## src/rtl/txb_pkg.sv

```systemverilog
package txb_pkg;

   localparam int ADDR_W = 4;
   localparam int WAIT_W = 8;
   localparam int NSTEP  = 7;

   // Quarter-bit intervals of the schedule
   localparam int QB_VCO_SETTLE = 21;
   localparam int QB_WR         = 5;
   localparam int QB_WARM       = 164;
   localparam int QB_TX_SETTLE  = 122;
   localparam int QB_PA_SETTLE  = 12;

   typedef enum logic [2:0] {
      PH_IDLE, PH_ARM, PH_WAIT, PH_STALL, PH_WINARM, PH_WINOPEN
   } phase_t;

   typedef enum logic [1:0] {
      DS_WARM, DS_CHAN, DS_TXMODE, DS_TXSET
   } dsel_t;

   typedef struct packed {
      logic              is_wr;
      logic [ADDR_W-1:0] addr;
      dsel_t             dsel;
      logic [2:0]        pinsel;   // {lb, pa, vco}
      logic [WAIT_W-1:0] wait_qb;
   } step_t;

   function automatic step_t step_of(input logic [2:0] idx);
      step_t s;
      s = '{is_wr: 1'b0, addr: '0, dsel: DS_WARM, pinsel: 3'b000, wait_qb: '0};
      case (idx)
         3'd0: begin s.pinsel = 3'b001; s.wait_qb = WAIT_W'(QB_VCO_SETTLE); end
         3'd1: begin s.is_wr = 1'b1; s.addr = 4'd2;  s.dsel = DS_WARM;
                     s.wait_qb = WAIT_W'(QB_WR + QB_WARM); end
         3'd2: begin s.is_wr = 1'b1; s.addr = 4'd1;  s.dsel = DS_CHAN;
                     s.wait_qb = WAIT_W'(QB_WR); end
         3'd3: begin s.is_wr = 1'b1; s.addr = 4'd2;  s.dsel = DS_TXMODE;
                     s.wait_qb = WAIT_W'(QB_WR); end
         3'd4: begin s.is_wr = 1'b1; s.addr = 4'd11; s.dsel = DS_TXSET;
                     s.wait_qb = WAIT_W'(QB_WR + QB_TX_SETTLE); end
         3'd5: begin s.pinsel = 3'b011; s.wait_qb = WAIT_W'(QB_PA_SETTLE); end
         default: begin s.pinsel = 3'b111; s.wait_qb = '0; end
      endcase
      return s;
   endfunction

endpackage

```

## src/rtl/txb_timebase.sv

```systemverilog
module txb_timebase #(
   parameter int CNT_W   = 14,
   parameter int QB_DIV  = 2,
   parameter int QB_WRAP = 10239
) (
   input  logic             clk,
   input  logic             rst_n,
   output logic             tick,
   output logic [CNT_W-1:0] cnt_q,
   output logic [CNT_W-1:0] cnt_nxt
);
   localparam logic [CNT_W-1:0] WRAP_V = CNT_W'(QB_WRAP);

   generate
      if (QB_DIV == 1) begin : g_nodiv
         assign tick = 1'b1;
      end else begin : g_div
         localparam int PRE_W = $clog2(QB_DIV);
         localparam logic [PRE_W-1:0] PRE_LAST = PRE_W'(QB_DIV - 1);
         logic [PRE_W-1:0] pre_q;
         always_ff @(posedge clk) begin
            if (!rst_n)             pre_q <= '0;
            else if (pre_q == PRE_LAST) pre_q <= '0;
            else                    pre_q <= pre_q + PRE_W'(1);
         end
         assign tick = (pre_q == PRE_LAST);
      end
   endgenerate

   always_comb begin
      cnt_nxt = cnt_q;
      if (tick) cnt_nxt = (cnt_q == WRAP_V) ? '0 : cnt_q + CNT_W'(1);
   end

   always_ff @(posedge clk) begin
      if (!rst_n) cnt_q <= '0;
      else        cnt_q <= cnt_nxt;
   end
endmodule

```

## src/rtl/txb_elapsed.sv

```systemverilog
module txb_elapsed #(
   parameter int CNT_W   = 14,
   parameter int QB_WRAP = 10239
) (
   input  logic [CNT_W-1:0] cur,
   input  logic [CNT_W-1:0] last,
   output logic [CNT_W-1:0] elapsed
);
   localparam logic [CNT_W-1:0] WRAP_V = CNT_W'(QB_WRAP);

   always_comb begin
      if (cur >= last) elapsed = cur - last;
      else             elapsed = (WRAP_V - last) + cur + CNT_W'(1);
   end
endmodule

```

## src/rtl/txb_steps.sv

```systemverilog
module txb_steps
   import txb_pkg::*;
#(
   parameter int CNT_W   = 14,
   parameter int DATA_W  = 24,
   parameter int PIN_W   = 4,
   parameter int VCO_BIT = 0,
   parameter int PA_BIT  = 1,
   parameter int LB_BIT  = 2,
   parameter logic [DATA_W-1:0] WARM_WORD   = 24'h3E_1C42,
   parameter logic [DATA_W-1:0] TXMODE_WORD = 24'h00_0310,
   parameter logic [DATA_W-1:0] TXSET_WORD  = 24'h1A_0045,
   parameter int WIN_ON  = 'h7A0,
   parameter int WIN_OFF = 'h2700
) (
   input  logic              clk,
   input  logic              rst_n,
   input  logic              tick,
   input  logic [CNT_W-1:0]  cnt_q,
   input  logic [CNT_W-1:0]  cnt_nxt,
   input  logic [CNT_W-1:0]  elapsed,
   input  logic              start,
   input  logic [DATA_W-1:0] chan_word,
   input  logic              wr_busy,
   output logic [CNT_W-1:0]  last_cnt,
   output logic [PIN_W-1:0]  pins,
   output logic              wr_req,
   output logic [ADDR_W-1:0] wr_addr,
   output logic [DATA_W-1:0] wr_data,
   output logic              burst_en,
   output logic              done
);
   localparam logic [2:0] LAST_IDX = 3'(NSTEP - 1);
   localparam logic [CNT_W-1:0] ON_V  = CNT_W'(WIN_ON);
   localparam logic [CNT_W-1:0] OFF_V = CNT_W'(WIN_OFF);

   phase_t            phase_q;
   logic [2:0]        idx_q;
   logic [WAIT_W-1:0] wait_q;
   logic [DATA_W-1:0] chan_q;
   step_t             st;
   logic              act_now;
   logic [PIN_W-1:0]  pin_set;
   logic [DATA_W-1:0] sel_data;

   assign st = step_of(idx_q);

   // Map schedule pin selections onto the configured bus positions
   generate
      for (genvar i = 0; i < PIN_W; i++) begin : g_pin
         assign pin_set[i] = ((i == VCO_BIT) && st.pinsel[0]) ||
                             ((i == PA_BIT)  && st.pinsel[1]) ||
                             ((i == LB_BIT)  && st.pinsel[2]);
      end
   endgenerate

   always_comb begin
      case (st.dsel)
         DS_WARM:   sel_data = WARM_WORD;
         DS_CHAN:   sel_data = chan_q;
         DS_TXMODE: sel_data = TXMODE_WORD;
         default:   sel_data = TXSET_WORD;
      endcase
   end

   assign act_now = tick && ((phase_q == PH_ARM) || (phase_q == PH_STALL) ||
                    ((phase_q == PH_WAIT) && (elapsed >= CNT_W'(wait_q))));

   always_ff @(posedge clk) begin
      if (!rst_n) begin
         phase_q  <= PH_IDLE;
         idx_q    <= '0;
         wait_q   <= '0;
         chan_q   <= '0;
         last_cnt <= '0;
         pins     <= '0;
         wr_req   <= 1'b0;
         wr_addr  <= '0;
         wr_data  <= '0;
         burst_en <= 1'b0;
         done     <= 1'b0;
      end else begin
         wr_req <= 1'b0;
         done   <= 1'b0;
         case (phase_q)
            PH_IDLE: if (start) begin
               chan_q  <= chan_word;
               idx_q   <= '0;
               phase_q <= PH_ARM;
            end
            PH_ARM, PH_WAIT, PH_STALL: if (act_now) begin
               if (st.is_wr && wr_busy) begin
                  phase_q <= PH_STALL;
               end else begin
                  if (st.is_wr) begin
                     wr_req  <= 1'b1;
                     wr_addr <= st.addr;
                     wr_data <= sel_data;
                  end else begin
                     pins <= pin_set;
                  end
                  last_cnt <= cnt_q;
                  wait_q   <= st.wait_qb;
                  if (idx_q == LAST_IDX) begin
                     phase_q <= PH_WINARM;
                  end else begin
                     idx_q   <= idx_q + 3'd1;
                     phase_q <= PH_WAIT;
                  end
               end
            end
            PH_WINARM: if (tick && cnt_nxt == ON_V) begin
               burst_en <= 1'b1;
               phase_q  <= PH_WINOPEN;
            end
            PH_WINOPEN: if (tick && cnt_nxt == OFF_V) begin
               burst_en <= 1'b0;
               done     <= 1'b1;
               pins     <= '0;
               phase_q  <= PH_IDLE;
            end
            default: phase_q <= PH_IDLE;
         endcase
      end
   end
endmodule

```

## src/rtl/txburst_seq.sv

```systemverilog
module txburst_seq
   import txb_pkg::*;
#(
   parameter int CNT_W   = 14,
   parameter int QB_DIV  = 2,
   parameter int QB_WRAP = 10239,
   parameter int DATA_W  = 24,
   parameter int PIN_W   = 4,
   parameter int VCO_BIT = 0,
   parameter int PA_BIT  = 1,
   parameter int LB_BIT  = 2,
   parameter logic [DATA_W-1:0] WARM_WORD   = 24'h3E_1C42,
   parameter logic [DATA_W-1:0] TXMODE_WORD = 24'h00_0310,
   parameter logic [DATA_W-1:0] TXSET_WORD  = 24'h1A_0045,
   parameter int WIN_ON  = 'h7A0,
   parameter int WIN_OFF = 'h2700
) (
   input  logic              clk,
   input  logic              rst_n,
   input  logic              start,
   input  logic [DATA_W-1:0] chan_word,
   input  logic              wr_busy,
   output logic [PIN_W-1:0]  rf_pins,
   output logic              wr_req,
   output logic [3:0]        wr_addr,
   output logic [DATA_W-1:0] wr_data,
   output logic              burst_en,
   output logic              done,
   output logic [CNT_W-1:0]  qb_count
);
   if (QB_DIV < 1) begin : g_bad_div
      $error("QB_DIV must be at least 1");
   end
   if (QB_WRAP >= (1 << CNT_W)) begin : g_bad_wrap
      $error("QB_WRAP does not fit in CNT_W bits");
   end
   if (!(WIN_ON < WIN_OFF && WIN_OFF <= QB_WRAP)) begin : g_bad_win
      $error("window counts must satisfy WIN_ON < WIN_OFF <= QB_WRAP");
   end
   if (QB_WRAP < 256) begin : g_bad_short
      $error("QB_WRAP must exceed the longest schedule wait");
   end
   if (PIN_W < 3 || VCO_BIT >= PIN_W || PA_BIT >= PIN_W || LB_BIT >= PIN_W ||
       VCO_BIT == PA_BIT || VCO_BIT == LB_BIT || PA_BIT == LB_BIT) begin : g_bad_pins
      $error("pin positions must be distinct and inside PIN_W");
   end

   logic             tick;
   logic [CNT_W-1:0] cnt_q, cnt_nxt, last_cnt, elapsed;

   txb_timebase #(.CNT_W(CNT_W), .QB_DIV(QB_DIV), .QB_WRAP(QB_WRAP)) u_tb (
      .clk(clk), .rst_n(rst_n), .tick(tick), .cnt_q(cnt_q), .cnt_nxt(cnt_nxt)
   );

   txb_elapsed #(.CNT_W(CNT_W), .QB_WRAP(QB_WRAP)) u_el (
      .cur(cnt_q), .last(last_cnt), .elapsed(elapsed)
   );

   txb_steps #(
      .CNT_W(CNT_W), .DATA_W(DATA_W), .PIN_W(PIN_W),
      .VCO_BIT(VCO_BIT), .PA_BIT(PA_BIT), .LB_BIT(LB_BIT),
      .WARM_WORD(WARM_WORD), .TXMODE_WORD(TXMODE_WORD), .TXSET_WORD(TXSET_WORD),
      .WIN_ON(WIN_ON), .WIN_OFF(WIN_OFF)
   ) u_st (
      .clk(clk), .rst_n(rst_n), .tick(tick), .cnt_q(cnt_q), .cnt_nxt(cnt_nxt),
      .elapsed(elapsed), .start(start), .chan_word(chan_word), .wr_busy(wr_busy),
      .last_cnt(last_cnt), .pins(rf_pins), .wr_req(wr_req), .wr_addr(wr_addr),
      .wr_data(wr_data), .burst_en(burst_en), .done(done)
   );

   assign qb_count = cnt_q;
endmodule

```

## config.mk

```make
export PLATFORM = sky130hd
export DESIGN_NAME = txburst_seq
export DESIGN_NICKNAME = d
export VERILOG_FILES = /design/src/rtl/txb_pkg.sv /design/src/rtl/txb_timebase.sv /design/src/rtl/txb_elapsed.sv /design/src/rtl/txb_steps.sv /design/src/rtl/txburst_seq.sv
export SDC_FILE = /design/constraint.sdc
export NUM_CORES = 1
export LEC_CHECK = 0
export ABC_AREA = 1
export BUFFER_PORTS_ARGS = -buffer_cell sky130_fd_sc_hd__buf_2
export CORE_MARGIN = 5
export CORE_UTILIZATION = 59
export CTS_CLUSTER_DIAMETER = 120
export DETAILED_ROUTE_END_ITERATION = 7
export GPL_TIMING_DRIVEN = 0
export HOLD_SLACK_MARGIN = 0.12
export PLACE_DENSITY = 0.86
export SLEW_MARGIN = 25
export SYNTH_ARGS = -nofsm -noshare
export SYNTH_HDL_FRONTEND = slang
export SYNTH_HIERARCHICAL = 1
export SYNTH_SLANG_ARGS = --single-unit
```

## constraint.sdc

```tcl
create_clock -name clk -period 3.9 [get_ports clk]
set_input_delay 0.195 -clock clk [delete_from_list [all_inputs] [get_ports clk]]
set_output_delay 0.195 -clock clk [all_outputs]
set_load 0.005 [all_outputs]
```

==> impl_metrics.tcl, run 1 <==
set metrics [dict create \
    share_of_layout_cells_above_drive_strength_1 0.175 \
    grt_start_max_net_pins 21 \
    drc 0 \
    dieArea_um2 13400 \
    cts_tree "yes" \
    vias_in_the_first_global_route 6065 \
    route.final.wire_length_um 17500 \
    global_route.overflow_total 0 \
    worst_setup_path_start_kind "flip-flop" \
    numPortBuffers 74 \
    ctsLongestPathBuffers 2 \
    post_synthesis_cell_type_count 42 \
    crit_arrival_ns 3.95 \
    worstReg2RegStart "u_st/last_cnt[4]" \
    seq_power_share 0.440 \
    tritoncts_num_sinks 99 \
    power_density_nw_per_um2 365 \
    number_of_fill_cells_in_the_layout 887 \
    vias_per_cell 5.40 \
    cp_slowest_cell "fa_1" \
    syn2layout_area_growth_pct 14.9 \
    cts_max_level 3 \
    critical_path.n_buffers_inverters 4 \
    drv.max_cap_violation_count 0 \
    power_switching_uw 1060 \
    number_of_hold_violations_in_the_final_report 0 \
    routed-via-count 6586 \
    worst-r2r-setup-slack_ns 0.21 \
    worst_path_dominant_cell_family "simple AND/OR/NAND/NOR gates" \
    slew_headroom 0.529 \
    start_util 0.605 \
    num_io_pins 77 \
    placementRows 38 \
    ys_top_cells_by_area "dfxtp_1 30%, nand2_1 13%, inv_1 8.7%" \
    actual_transition_at_the_worst_max_transition_pin_ns 0.706 \
    endpoint_kind "flip-flop" \
    seq_area_frac_synth 0.301 \
    synthCells 967 \
    layout.cells.most_common "nand2_1" \
    layout_worst_path_cycle_share 0.946 \
    synth_area_leader_cell "dfxtp_1" \
    floorplan.die.height_um 116 \
    dpl_worst_slack_ns -0.0867 \
    number_of_synthesized_flops_with_an_enable_pin 0 \
    core_um2 10900 \
    insertedDiodeCount 0 \
    power.share.switching 0.385 \
    min_delay_path_depth 3 \
    synthFlopType "dfxtp_1" \
    count_of_nets_left_with_antenna_violations_after_detail_routing 0 \
    critical_path_class "flip-flop to flip-flop" \
    holdCritPathClass "input pin to flip-flop" \
    hold_end "u_st/chan_q[1]" \
    rr_worst_depth 19 \
    startpoint_of_the_worst_hold_path "chan_word[1]" \
    wl_per_cell_um 14.4 \
    clk_pin_slew_ns 0.11 \
    gp_routability_congestion 0.933 \
    clock_skew_ns 0.0229 \
    post-route-min-period_ns 3.69 \
    fmax_mhz 271 \
    most_frequent_cells_in_the_layout "226 x nand2_1, 152 x inv_1, 93 x dfxtp_1, 78 x buf_2, 74 x nor2_1" \
    post_dp_hpwl_um 13000 \
    combinationalPowerShare 0.322 \
    postSynthRegisterBits 99 \
    cts-buffers-inserted 9 \
    power.leakage_uw 0.00368 \
    timing.final.setup_violations 0 \
    avgSynthCellArea_um2 6.81 \
    required_time_worst_endpoint_ns 4.16 \
    final.setup.worst_slack_ns 0.210 \
    p_int_uw 1700 \
    gr-usage-all-layers 0.262 \
    die_w_um 116 \
    post_dp_cell_area_um2 7130 \
    yosys_warnings 6 \
    vdd_drop_max_mv 0.346 \
    synth_largest_type_area_fraction 0.301 \
    number_of_antenna_violations_at_the_first_check_in_global_routing 0 \
    grt_pass1_wl_um 28400 \
    dr.first_iter.drc_count 639 \
    timing.rr.end "u_st/wr_data[11]" \
    timing.critical_path.fanout_max 10 \
    run_status "finished clean" \
    drt_pre_antenna_iters 5 \
    path_cells "inv_1, ha_1, fa_1, inv_1, nor2_1, nand3_1, nand2_1, xor2_1, o21ai_1, ha_1, nand2_1, o21ai_1, nor3b_2, nand2_2, nand3_4, clkinv_2, nand2_2, buf_6, o21ai_2" \
    synth_area_um2 6580 \
    clock-root-buffer "clkbuf_8" \
    final_area_um2 7560 \
    clockPowerShare 0.238 \
    crit_path_max_incr_delay_ns 0.56 \
    final_max_slew_viol_count 0 \
    post_layout_net_count 1160 \
    async_reset_ff_frac 0 \
    clock_insertion_delay_worst_skew_ns 0.38 \
]
==> cells by family (layout without fill, tap and decap cells) <==
| logic type | Yosys count | in the layout | share of synthesized area |
|---|---|---|---|
| buffers and inverters | 189 | 301 | 0.115 |
| xor gates and xnor gates | 13 | 13 | 0.0173 |
| DFF | 99 | 99 | 0.301 |
| other | 1 | 2 | 0.000570 |
| AOI/OAI and AO/OA | 171 | 171 | 0.146 |
| and+or+nand+nor | 437 | 437 | 0.297 |
| adders and majority gates | 57 | 57 | 0.123 |
==> how the worst max path moves through the flow <==
stage | to | slack [ns] | cells after the start | startpoint
after floorplan | u_st/wr_data[10] | 0.62 | 20 | u_tb/cnt_q[1]
after global placement | u_st/wr_data[6] | -0.04 | 19 | u_tb/cnt_q[1]
after detailed placement | u_st/wr_data[5] | -0.09 | 19 | u_tb/cnt_q[1]
after CTS | u_st/wr_data[11] | 0.003 | 18 | u_tb/cnt_q[3]
after global routing | u_st/wr_data[11] | -0.002 | 19 | u_st/last_cnt[4]
final | u_st/wr_data[11] | 0.21 | 19 | u_st/last_cnt[4]
==> cell usage after synthesis, types with 4 or more instances <==
master    number
nand4_1        9
nor2_2        14
clkbuf_1      12
nor2_4         4
dfxtp_1       99
nand2_2       13
o21ai_1        6
inv_1        152
nand3_2        6
nor2_1        74
o21ai_2       19
nor3_1        14
inv_2          9
a21oi_1       73
fa_1          13
ha_1          44
buf_4          4
nand2_1      227
xor2_1        10
nand3_1       65
buf_2          4
o21ai_0       62
==> worst reg2reg max path, delay by kind of cell, from the launching register on <==
family	cells	cell delay [ns]
buffers and inverters	4	0.46
xor gates and xnor gates	1	0.19
AOI/OAI and AO/OA	3	0.30
and+or+nand+nor	8	1.17
adders and majority gates	3	1.08
DFF	1	0.40
==> power by group through the flow <==
stage | Combinational [uW] | Sequential, uW | Clock, uW
2_1_floorplan | 633 | 1210 | 0
3_3_place_gp | 802 | 1230 | 0
3_5_place_dp | 826 | 1230 | 0
4_1_cts | 849 | 1210 | 664
5_1_grt | 998 | 1230 | 717
6_report | 888 | 1210 | 657
==> state kept, by name, indices dropped and copies added, names as in the netlist, 7 cells and up <==
| signal | cells |
|---|---|
| u_st/chan_q | 24 |
| u_tb/cnt_q | 14 |
| u_st/wait_q | 7 |
| u_st/last_cnt | 14 |
| u_st/wr_data | 24 |
==> per-layer routing <==
metal / track usage / wire (um) / vias to the layer above
li1: - / - / 3271
met1: 0.349 / 7530 / 2991
met2: 0.440 / 8300 / 276
met3: 0.0418 / 1310 / 48
met4: 0.0828 / 382 / 0
met5: 0 / 0 / -
==> metrics by stage <==
| step | instances | hold WS [ns] | total power, uW | setup TNS (ns) | utilization |
|---|---|---|---|---|---|
| after detailed placement | 1182 | 0.434 | 2060 | -1.72 | 0.655 |
| after CTS | 1217 | 0.122 | 2720 | 0 | 0.691 |
| after global routing | 1220 | 0.134 | 2940 | -0.00230 | 0.695 |
| after floorplan | 968 | 0.388 | 1850 | 0 | - |
| after global placement | 1182 | 0.429 | 2030 | -0.659 | 0.655 |
| final | 1220 | 0.128 | 2760 | 0 | 0.695 |
==> final cells by class <==
class                           count  area [um^2]  share of cell area
Multi-Input combinational cell    680         3860               0.510
Sequential cell                    99         1990               0.263
Inverter                          164          618              0.0817
Timing Repair Buffer               96          583              0.0771
Tap cell                          140          175              0.0232
Buffer                             25          140              0.0185
Clock buffer                        9          124              0.0164
Clock inverter                      7         72.6             0.00960
==> timing repair <==
| item | CTS | global route |
|---|---|---|
| setup buffers | 0 | 3 |
| hold buffers | 19 | 0 |
| gates cloned | 0 | 0 |
| endpoints found under the setup margin | 40 | 58 |
| resized for setup | 1 | 12 |
| pin swaps | 0 | 3 |
| hold endpoints to repair | 19 | 0 |
(Power assumes the default switching activity.)
==> inputs of run 2 (changes only) <==
--- a/config.mk
+++ b/config.mk
@@ -14,6 +14,7 @@
 export GPL_TIMING_DRIVEN = 0
 export HOLD_SLACK_MARGIN = 0.12
 export PLACE_DENSITY = 0.86
+export RECOVER_POWER = 50
 export SLEW_MARGIN = 25
 export SYNTH_ARGS = -nofsm -noshare
 export SYNTH_HDL_FRONTEND = slang
==> impl_metrics.tcl, run 2 (same netlist as run 1, synthesis figures left out) <==
set metrics [dict create \
    numPortBuffers 74 \
    clockPowerShare 0.239 \
    cts-buffers-inserted 9 \
    start_util 0.605 \
    actual_transition_at_the_worst_max_transition_pin_ns 0.649 \
    worst-r2r-setup-slack_ns 0.20 \
    global_route.overflow_total 0 \
    vdd_drop_max_mv 0.347 \
    critical_path_class "flip-flop to flip-flop" \
    rr_worst_depth 19 \
    cts_max_level 3 \
    timing.critical_path.to "u_st/wr_data[21]" \
    required_time_worst_endpoint_ns 4.18 \
    path_cells "inv_1, ha_1, fa_1, inv_1, nor2_1, nand3_1, nand2_1, xor2_1, o21ai_1, ha_1, nand2_1, o21ai_1, nor3b_2, nand2_2, nand3_4, clkinv_2, nand2_2, buf_6, o21ai_2" \
    clk_pin_slew_ns 0.12 \
    die_w_um 116 \
    layout_worst_path_cycle_share 0.947 \
    post-route-min-period_ns 3.70 \
    core_um2 10900 \
    layout.cells.most_common "nand2_1" \
    crit_start "u_st/last_cnt[4]" \
    drv.max_cap_violation_count 0 \
    regArea_um2 1990 \
    reg_top3 "u_st/chan_q: 24 flops, u_st/wr_data: 24 flops" \
    wl_per_cell_um 14.4 \
    grt_pass1_wl_um 28400 \
    seq_power_share 0.440 \
    finalCoreUtilization 0.688 \
    number_of_antenna_violations_at_the_first_check_in_global_routing 0 \
    vias_in_the_first_global_route 6065 \
    timing.final.setup_violations 0 \
    dieArea_um2 13400 \
    endpoint_kind "flip-flop" \
    worstReg2RegStart "u_st/last_cnt[4]" \
    power.leakage_uw 0.00352 \
    area_occupied_by_multi_input_gates_um2 3830 \
    post_layout_power_uw 2760 \
    grt_start_max_net_pins 21 \
    timing.rr.end "u_st/wr_data[21]" \
    dr.first_iter.drc_count 607 \
    route.final.wire_length_um 17500 \
    clock_insertion_delay_worst_skew_ns 0.38 \
    hold_ws_ns 0.128 \
    share_of_layout_cells_above_drive_strength_1 0.136 \
    crit_path_max_incr_delay_ns 0.56 \
    p_int_uw 1690 \
    power_density_nw_per_um2 368 \
    slew_headroom 0.568 \
    num_io_pins 77 \
    tritoncts_num_sinks 99 \
    power_switching_uw 1070 \
    holdCritPathClass "input pin to flip-flop" \
    placementRows 38 \
    cts_tree "yes" \
    syn2layout_area_growth_pct 13.8 \
    post_dp_hpwl_um 13000 \
    clock-root-buffer "clkbuf_8" \
    worst_setup_path_start_kind "flip-flop" \
    cp_slowest_cell "fa_1" \
    number_of_fill_cells_in_the_layout 908 \
    final_max_slew_viol_count 0 \
    drt_pre_antenna_iters 6 \
    vias_per_cell 5.40 \
    crit_arrival_ns 3.97 \
    gp_routability_congestion 0.933 \
    count_of_nets_left_with_antenna_violations_after_detail_routing 0 \
    most_frequent_cells_in_the_layout "230 x nand2_1, 153 x inv_1, 94 x dfxtp_1, 76 x nor2_1, 73 x a21oi_1" \
    insertedDiodeCount 0 \
    run_status "finished clean" \
    drc 0 \
    fmax_mhz 271 \
    number_of_hold_violations_in_the_final_report 0 \
    post_layout_net_count 1160 \
    routed-via-count 6585 \
    floorplan.die.height_um 116 \
    power.share.switching 0.387 \
    ctsLongestPathBuffers 2 \
    timing.critical_path.fanout_max 10 \
    combinationalPowerShare 0.321 \
    gr-usage-all-layers 0.262 \
    clock_skew_ns 0.0227 \
]
-- run 2: timing repair --
| item | 4_1_cts | 5_1_grt |
|---|---|---|
| setup endpoints to repair | 40 | 58 |
| endpoints found under the hold margin | 19 | 0 |
| buffers inserted | 0 | 3 |
| hold buffers | 19 | 0 |
| gates resized for setup | 1 | 12 |
| pin swaps | 0 | 3 |
-- run 2: worst min-delay path by stage --
stage / from / endpoint / slack [ns] / cells after the start
final: chan_word[1] / u_st/chan_q[1] / 0.13 / 3
after global placement: u_st/chan_q[19] / u_st/chan_q[19] / 0.43 / 2
after global routing: chan_word[1] / u_st/chan_q[1] / 0.13 / 3
after detailed placement: u_st/chan_q[19] / u_st/chan_q[19] / 0.43 / 2
after CTS: chan_word[2] / u_st/chan_q[2] / 0.12 / 3
after floorplan: chan_word[10] / u_st/chan_q[10] / 0.39 / 2
-- run 2: metal layers --
layer  track usage  part of all wire  vias to the layer above
met5             0                 0                        -
li1              -                 -                     3282
met3        0.0418             0.071                       44
met2         0.440              0.47                      276
met1         0.349              0.43                     2983
met4        0.0828             0.022                        0
-- run 2: layout make-up --
type	instances	share of cell area
Clock inverter	7	0.00969
Buffer	25	0.0187
Sequential cell	99	0.266
Multi-Input combinational cell	680	0.511
Inverter	164	0.0825
Timing Repair Buffer	96	0.0723
Tap cell	140	0.0234
Clock buffer	9	0.0165
-- run 2: worst max-delay path: cells and delay by family (launching register included) --
kind | cells | cell delay [ns]
adder cells (fa/ha/maj) | 3 | 1.08
AO/OA/AOI/OAI | 3 | 0.32
flip-flops | 1 | 0.40
XOR/XNOR | 1 | 0.18
AND/OR/NAND/NOR | 8 | 1.17
buffers and inverters | 4 | 0.45
-- run 2: metrics by stage --
stage	setup slack [ns]	setup TNS (ns)	instances	instance area [um^2]
3_3_place_gp	-0.0404	-0.659	1182	7130
2_1_floorplan	0.621	0	968	6590
6_report	0.205	0	1220	7490
5_1_grt	-0.00230	-0.00230	1220	7490
3_5_place_dp	-0.0867	-1.72	1182	7130
4_1_cts	0.00269	0	1217	7520
-- run 2: power groups by stage --
stage	Combinational, uW	Clock (uW)	Sequential [uW]
detailed placement	826	0	1230
floorplan	633	0	1210
finish	886	659	1210
CTS	849	664	1210
global route	994	717	1230
global placement	802	0	1230
